## src/rtl/sc4_pkg.sv

```systemverilog
package sc4_pkg;

  localparam int CW_BITS = 4;

  typedef enum logic [2:0] {
    PH_IDLE     = 3'd0,
    PH_STAGE1_F = 3'd1,
    PH_DEC_U1   = 3'd2,
    PH_DEC_U2   = 3'd3,
    PH_STAGE1_G = 3'd4,
    PH_DEC_U3   = 3'd5,
    PH_DEC_U4   = 3'd6
  } phase_e;

endpackage

```

## src/rtl/sc4_sequencer.sv

```systemverilog
module sc4_sequencer
  import sc4_pkg::*;
#(
  parameter int MAX_LOG2 = 10,
  parameter int LSEL_W   = $clog2(MAX_LOG2 + 1),
  localparam int LW      = MAX_LOG2 + 1
) (
  input  logic                clk,
  input  logic                rst_n,
  input  logic                start,
  input  logic [LSEL_W-1:0]   len_sel,
  output phase_e              phase,
  output logic [MAX_LOG2-1:0] idx,
  output logic [LW-1:0]       len_cur,
  output logic                first,
  output logic                last,
  output logic                accept,
  output logic                done
);

  phase_e              phase_q, phase_d;
  logic [MAX_LOG2-1:0] idx_q, idx_d;
  logic [LW-1:0]       len_q, len_d;
  logic                done_q, done_d;
  logic [LSEL_W-1:0]   sel_c;
  logic [LW-1:0]       len_new;
  phase_e              phase_nx;

  // length select, clamped to the largest supported period
  always_comb begin
    sel_c   = (len_sel > LSEL_W'(MAX_LOG2)) ? LSEL_W'(MAX_LOG2) : len_sel;
    len_new = LW'(1) << sel_c;
  end

  assign accept = start && (phase_q == PH_IDLE);
  assign first  = (phase_q != PH_IDLE) && (idx_q == '0);
  assign last   = (phase_q != PH_IDLE) && ({1'b0, idx_q} == (len_q - LW'(1)));

  always_comb begin
    case (phase_q)
      PH_STAGE1_F: phase_nx = PH_DEC_U1;
      PH_DEC_U1:   phase_nx = PH_DEC_U2;
      PH_DEC_U2:   phase_nx = PH_STAGE1_G;
      PH_STAGE1_G: phase_nx = PH_DEC_U3;
      PH_DEC_U3:   phase_nx = PH_DEC_U4;
      default:     phase_nx = PH_IDLE;
    endcase
  end

  always_comb begin
    phase_d = phase_q;
    idx_d   = idx_q;
    len_d   = len_q;
    done_d  = 1'b0;
    if (accept) begin
      phase_d = PH_STAGE1_F;
      idx_d   = '0;
      len_d   = len_new;
    end else if (phase_q != PH_IDLE) begin
      if (last) begin
        idx_d   = '0;
        phase_d = phase_nx;
        done_d  = (phase_q == PH_DEC_U4);
      end else begin
        idx_d = idx_q + 1'b1;
      end
    end
  end

  always_ff @(posedge clk or negedge rst_n) begin
    if (!rst_n) begin
      phase_q <= PH_IDLE;
      idx_q   <= '0;
      len_q   <= LW'(1);
      done_q  <= 1'b0;
    end else begin
      phase_q <= phase_d;
      idx_q   <= idx_d;
      len_q   <= len_d;
      done_q  <= done_d;
    end
  end

  assign phase   = phase_q;
  assign idx     = idx_q;
  assign len_cur = len_q;
  assign done    = done_q;

endmodule

```

## src/rtl/sc4_gnode.sv

```systemverilog
module sc4_gnode (
  input  logic clk,
  input  logic rst_n,
  input  logic en,
  input  logic clr,
  input  logic a,
  input  logic b,
  input  logic psum,
  output logic y
);

  logic hold_q, hold_d;
  logic a_eff;
  logic hold_eff;

  // inverted first input under partial sum 1; agree -> pass, else repeat
  always_comb begin
    a_eff    = a ^ psum;
    hold_eff = clr ? 1'b0 : hold_q;
    y        = (a_eff == b) ? b : hold_eff;
    hold_d   = en ? y : hold_q;
  end

  always_ff @(posedge clk or negedge rst_n) begin
    if (!rst_n) hold_q <= 1'b0;
    else        hold_q <= hold_d;
  end

endmodule

```

## src/rtl/sc4_hard_decide.sv

```systemverilog
module sc4_hard_decide #(
  parameter int LW = 11
) (
  input  logic          clk,
  input  logic          rst_n,
  input  logic          en,
  input  logic          clr,
  input  logic          bit_in,
  input  logic [LW-1:0] len,
  output logic          one_wins
);

  logic [LW-1:0] cnt_q, cnt_d;
  logic [LW-1:0] base;
  logic [LW-1:0] total;

  // running count including the current bit; strict majority wins
  always_comb begin
    base     = clr ? '0 : cnt_q;
    total    = base + LW'(bit_in);
    one_wins = {total, 1'b0} > {1'b0, len};
    cnt_d    = en ? total : cnt_q;
  end

  always_ff @(posedge clk or negedge rst_n) begin
    if (!rst_n) cnt_q <= '0;
    else        cnt_q <= cnt_d;
  end

endmodule

```

## src/rtl/sc4_polar_decoder.sv

```systemverilog
module sc4_polar_decoder
  import sc4_pkg::*;
#(
  parameter int MAX_LOG2 = 10,
  localparam int LSEL_W  = $clog2(MAX_LOG2 + 1),
  localparam int LW      = MAX_LOG2 + 1,
  localparam int MAX_LEN = 1 << MAX_LOG2
) (
  input  logic                clk,
  input  logic                rst_n,
  input  logic                start,
  input  logic [LSEL_W-1:0]   len_sel,
  input  logic [CW_BITS-1:0]  frozen_mask,
  input  logic [CW_BITS-1:0]  ch_bits,
  output logic [CW_BITS-1:0]  u_bits,
  output logic                done
);

  phase_e              phase;
  logic [MAX_LOG2-1:0] idx;
  logic [LW-1:0]       len_cur;
  logic                first, last, accept;

  sc4_sequencer #(.MAX_LOG2(MAX_LOG2), .LSEL_W(LSEL_W)) u_seq (
    .clk     (clk),
    .rst_n   (rst_n),
    .start   (start),
    .len_sel (len_sel),
    .phase   (phase),
    .idx     (idx),
    .len_cur (len_cur),
    .first   (first),
    .last    (last),
    .accept  (accept),
    .done    (done)
  );

  logic [CW_BITS-1:0] u_q, u_d;
  logic [CW_BITS-1:0] frozen_q, frozen_d;

  // first stage: pair j combines lanes j and j+2
  logic [1:0] s1_f;
  logic [1:0] s1_g;
  logic       s1_g_en;

  assign s1_g_en = (phase == PH_STAGE1_G);

  for (genvar j = 0; j < 2; j++) begin : g_pair
    logic ps;
    assign ps      = (j == 0) ? (u_q[0] ^ u_q[1]) : u_q[1];
    assign s1_f[j] = ch_bits[j] ^ ch_bits[j+2];

    sc4_gnode u_g1 (
      .clk   (clk),
      .rst_n (rst_n),
      .en    (s1_g_en),
      .clr   (first),
      .a     (ch_bits[j]),
      .b     (ch_bits[j+2]),
      .psum  (ps),
      .y     (s1_g[j])
    );
  end

  // two-lane stream buffer between the stages
  logic [1:0] mem_q [MAX_LEN];
  logic       wr_en;
  logic [1:0] wr_data;
  logic [1:0] rd_data;

  always_comb begin
    wr_en   = (phase == PH_STAGE1_F) || (phase == PH_STAGE1_G);
    wr_data = (phase == PH_STAGE1_F) ? s1_f : s1_g;
  end

  always_ff @(posedge clk) begin
    if (wr_en) mem_q[idx] <= wr_data;
  end

  assign rd_data = mem_q[idx];

  // last stage
  logic f_last, g_last, g_last_en, g_last_ps;
  logic dec_f, dec_g, dec_any, node_bit, one_wins;
  logic [1:0] slot;

  always_comb begin
    dec_f     = (phase == PH_DEC_U1) || (phase == PH_DEC_U3);
    dec_g     = (phase == PH_DEC_U2) || (phase == PH_DEC_U4);
    dec_any   = dec_f || dec_g;
    f_last    = rd_data[0] ^ rd_data[1];
    g_last_en = dec_g;
    g_last_ps = (phase == PH_DEC_U2) ? u_q[0] : u_q[2];
    node_bit  = dec_f ? f_last : g_last;
    case (phase)
      PH_DEC_U1: slot = 2'd0;
      PH_DEC_U2: slot = 2'd1;
      PH_DEC_U3: slot = 2'd2;
      default:   slot = 2'd3;
    endcase
  end

  sc4_gnode u_g2 (
    .clk   (clk),
    .rst_n (rst_n),
    .en    (g_last_en),
    .clr   (first),
    .a     (rd_data[0]),
    .b     (rd_data[1]),
    .psum  (g_last_ps),
    .y     (g_last)
  );

  sc4_hard_decide #(.LW(LW)) u_dec (
    .clk      (clk),
    .rst_n    (rst_n),
    .en       (dec_any),
    .clr      (first),
    .bit_in   (node_bit),
    .len      (len_cur),
    .one_wins (one_wins)
  );

  // decision and mask registers
  always_comb begin
    u_d      = u_q;
    frozen_d = frozen_q;
    if (accept) begin
      u_d      = '0;
      frozen_d = frozen_mask;
    end else if (dec_any && last) begin
      u_d[slot] = frozen_q[slot] ? 1'b0 : one_wins;
    end
  end

  always_ff @(posedge clk or negedge rst_n) begin
    if (!rst_n) begin
      u_q      <= '0;
      frozen_q <= '0;
    end else begin
      u_q      <= u_d;
      frozen_q <= frozen_d;
    end
  end

  assign u_bits = u_q;

endmodule

```

## config.mk

```make
export PLATFORM = sky130hd
export DESIGN_NAME = sc4_polar_decoder
export DESIGN_NICKNAME = d
export VERILOG_FILES = /design/src/rtl/sc4_pkg.sv /design/src/rtl/sc4_sequencer.sv /design/src/rtl/sc4_gnode.sv /design/src/rtl/sc4_hard_decide.sv /design/src/rtl/sc4_polar_decoder.sv
export SDC_FILE = /design/constraint.sdc
export NUM_CORES = 2
export LEC_CHECK = 0
export ABC_CLOCK_PERIOD_IN_PS = 47000
export CORE_MARGIN = 4
export CORE_UTILIZATION = 45
export CTS_CLUSTER_SIZE = 40
export DETAILED_ROUTE_END_ITERATION = 10
export PLACE_DENSITY = 0.69
export SLEW_MARGIN = 15
export SYNTH_ARGS = -nofsm -noshare
export SYNTH_HDL_FRONTEND = slang
export SYNTH_HIERARCHICAL = 1
export SYNTH_SLANG_ARGS = --single-unit
```

## constraint.sdc

```tcl
create_clock -name clk -period 47 [get_ports clk]
set_clock_uncertainty 0.15 [all_clocks]
set_input_delay 9.4 -clock clk [delete_from_list [all_inputs] [get_ports clk]]
set_output_delay 9.4 -clock clk [all_outputs]
set_load 0.02 [all_outputs]
```

==> results.md <==
* Post-synth top area share at 70.9%
* Post-CTS setup buffer count at 0
* Root buf cell: clkbuf_16
* Met3 routed wirelength at between 20,000 and 25,000 um
* Worst setup SP type: input pin
* Placer Congestion at 0.814
* Drc violations at 0
* Number of global-route vias before repair at slightly below 50,000
* Top cells by count, synth: edfxtp_1 (2,048), nor2_1 (1,079), mux2i_1 (1,027), o22ai_1 (402), clkbuf_1 (256)
* Maxcap violations at 0
* Area Overhead vs Synth at 10.2%
* Count of final hold-check violations at 0
* Measured slew at the worst slew-check pin at approximately 1.3 ns
* CTS Hold Bufs at 0
* Internal at ~3600 uW
* Deepest clock path buffer count at 3
* Syn nets at between 5,000 and 6,000
* Count leader, synth: edfxtp_1
* Synth Register Bits at 2,095
* Switching Fraction at between 30% and 40%
* Synth Area in Adders at less than 1%
* I/O Pins at 20
* Initial antenna violation count at 6
* Min Tclk post-route at approximately 13 ns
* Flop2flop setup slack at 35.83 ns
* Initial Util at 45.4%
* Core area at 191,000 sq um
* Input/output buffers at 19
* Clk sinks at 2,095
* Clk slew on worst S/H paths at 0.06 ns
* Global-route wire length before repair at approximately 340,000 um
* Worst-skew pair later-pin latency at between 0.8 and 0.9 ns
* Final nets at about 5,700
* Synth cell types at about 70
* Synth area leader: edfxtp_1
* Post-CTS resize count at 0
* M1 WL at 92,600 um
* Fmax at between 70 and 80 MHz
* Period utilisation layout at around 28%
* Vias/cell at 6.10
* Status: completed
* Die Height at ~450 um
* # setup viols final at 0
* GRT Util Overall at 23.1%
* WP data required at about 47 ns
* CP Capture Type: flip-flop
* Combinational Power Share at 25.7%
* TritonCTS clock tree: done
* Netlist Area Pre-Place at roughly 87,000 sq um
* Final ANT Viol Nets at 0
* First drt pass iteration count at 7
* Crit. Startpoint: ch_bits[0]
* Peak VDD IR at 0.0452 mV
* Psw at between 1500 and 2000 uW
* Largest net degree at the start of global routing at between 200 and 300
* Reg-to-reg endpoint: u_bits[2]
* Mux contribution to synthesized area at between 10% and 20%
* RSZ-0062 raised after global routing: false
* Post-synth EDFFs at ~2,000
* Syn Area/Cell at between 10 and 15 sq um
* Slew Limit Fails at 0
* Worst Path Arrival at between 10 and 15 ns
* Standby leakage power at between 0.03 and 0.04 uW
* Sequential-to-total area share from yosys stat at between 70% and 80%
* Die width at about 450 um
* Critical Path Fanout Max at between 200 and 300
* Synth Flop Type: edfxtp_1
* Via count at around 51,000
* Post-synthesis compound-gate area fraction at 5.05%
* Main combinational cell family by area after synthesis: multiplexers
* Total CTS buffers at between 200 and 250
* Sequential fraction of design power at between 40 and 50%
* Reg2reg start: u_seq/idx[1]
* CP Capture Point: mem_q[86][0]
* Post-synth ARST share at 2.24%
* Ranking of synthesized cells by area: edfxtp_1 (71%), mux2i_1 (12%), nor2_1 (4.7%)
* Clock Power Share at between 30% and 40%
* Max transition margin at approximately 15%
* Yosys warning count at 6
* Xor/xnor share of the synthesized area at less than 1%
* Final Core Density at approximately half
* Worst hold path class: reg -> reg
* Fin Setup TNS at 0 ns
* Die ar. at 200,000 sq um
* Critical path type: in -> reg
* DP Wirelength at roughly 120,000 um
* Cells after Synth at approximately 5,800
* WL met2 at 110,000 um
* Total Wirelength at ~230,000 um
* Power density over the cells at ~55 nW/um^2
* Simple-gate share of the synthesized area at under 10%
* Share of cells above drive strength 1 at 8.22%
* H-tree lvl count at 4
* Max Used Layer: met4
* GRT overflow at 0
* WL per Instance at roughly 28 um
* FF-to-FF path depth at 32
* Initial DRC Count at between 6,000 and 7,000
* FP Rows at between 150 and 200
sequential cells by signal, indices dropped and copies added (netlist names):
| signal | count |
|---|---|
| mem_q | 2048 |
| g_pair.u_g1/hold_q | 2 |
| u_seq/phase | 3 |
| u_bits | 4 |
| u_seq/done | 1 |
| frozen_q | 4 |
| u_seq/idx | 10 |
| u_g2/hold_q | 1 |
| u_dec/cnt_q | 11 |
| u_seq/len_cur | 11 |
how the worst min path moves through the flow:
| stage | startpoint | to | depth (start not counted) |
|---|---|---|---|
| after CTS | g_pair[1].u_g1/hold_q | g_pair[1].u_g1/hold_q | 1 |
| after global routing | g_pair[0].u_g1/hold_q | g_pair[0].u_g1/hold_q | 1 |
| after global placement | u_dec/cnt_q[0] | u_dec/cnt_q[0] | 1 |
| after detailed placement | g_pair[1].u_g1/hold_q | g_pair[1].u_g1/hold_q | 1 |
| final | u_dec/cnt_q[0] | u_dec/cnt_q[0] | 1 |
| after floorplan | u_dec/cnt_q[0] | u_dec/cnt_q[0] | 1 |
critical path: stages:
cell	delay [ns]
clkdlybuf4s50_1	0.52
xor2_1	0.24
maj3_2	0.25
nor2_1	0.06
a21oi_4	0.35
buf_12	0.60
buf_4	0.87
buf_4	0.89
cell usage in the layout (no fill, tap or decap), types with 12 or more instances in the layout:
cell and n:
nor3_1 80, mux2i_1 1027, mux2_2 15, nand2_1 82, xnor2_1 20, nand3_1 29, clkbuf_1 54, o21ai_0 83
o2111ai_1 53, nand4_1 14, clkdlybuf4s50_1 18, inv_1 30, nand2_2 31, buf_4 104, o22ai_1 402, bufinv_16 12
nand2b_1 13, ha_1 16, nor4_1 71, clkbuf_16 210, a21oi_1 14, clkinv_1 45, o22a_1 50, edfxtp_1 2048
nor2_1 1078, nor2b_1 13, clkinv_2 27, dfrtp_1 45, a31oi_1 12
power by group through the flow:
stage               logic (uW)  registers, uW  clock network, uW
floorplan                  900           2770                  0
global placement          1310           2350                  0
detailed placement        1330           2350                  0
CTS                       1330           2310               1590
global route              1410           2320               1670
finish                    1340           2320               1570
logic make-up after synthesis:
| kind of cell | Yosys count |
|---|---|
| fa+ha+maj | 19 |
| flops | 2095 |
| mux | 1042 |
| buf+inv | 487 |
| simple gates | 1497 |
| compound gates | 666 |
| xor+xnor | 30 |
through the flow:
stage          worst slack [ns]  area [sq um]  hold slack, ns  power [uW]  std cells
5_1_grt                   33.49         95500           0.373        5400       8387
2_1_floorplan              4.05         86700           0.323        3670       5836
6_report                  33.81         95500           0.360        5230       8388
3_5_place_dp              32.98         89100           0.350        3680       8020
4_1_cts                   33.83         95500           0.364        5240       8387
3_3_place_gp              33.11         89100           0.331        3660       8020
area by class of cell:
cell class                 instances  area, sq um
fill                           15700        95200
clock inverter                   100          868
sequential                      2095        62700
inverter                          30          113
multi-input combinational       3254        22100
antenna                            1         2.50
tap                             2511         3140
timing repair buffer             130         1110
clock buffer                     267         5500
metal layers:
metal	track usage [%]	vias to the layer above
li1	-	22000
met3	4.28	427
met2	36.6	2663
met1	32.4	26100
met4	7.29	0
met5	0	-
Power figures use the tool's default switching activity.
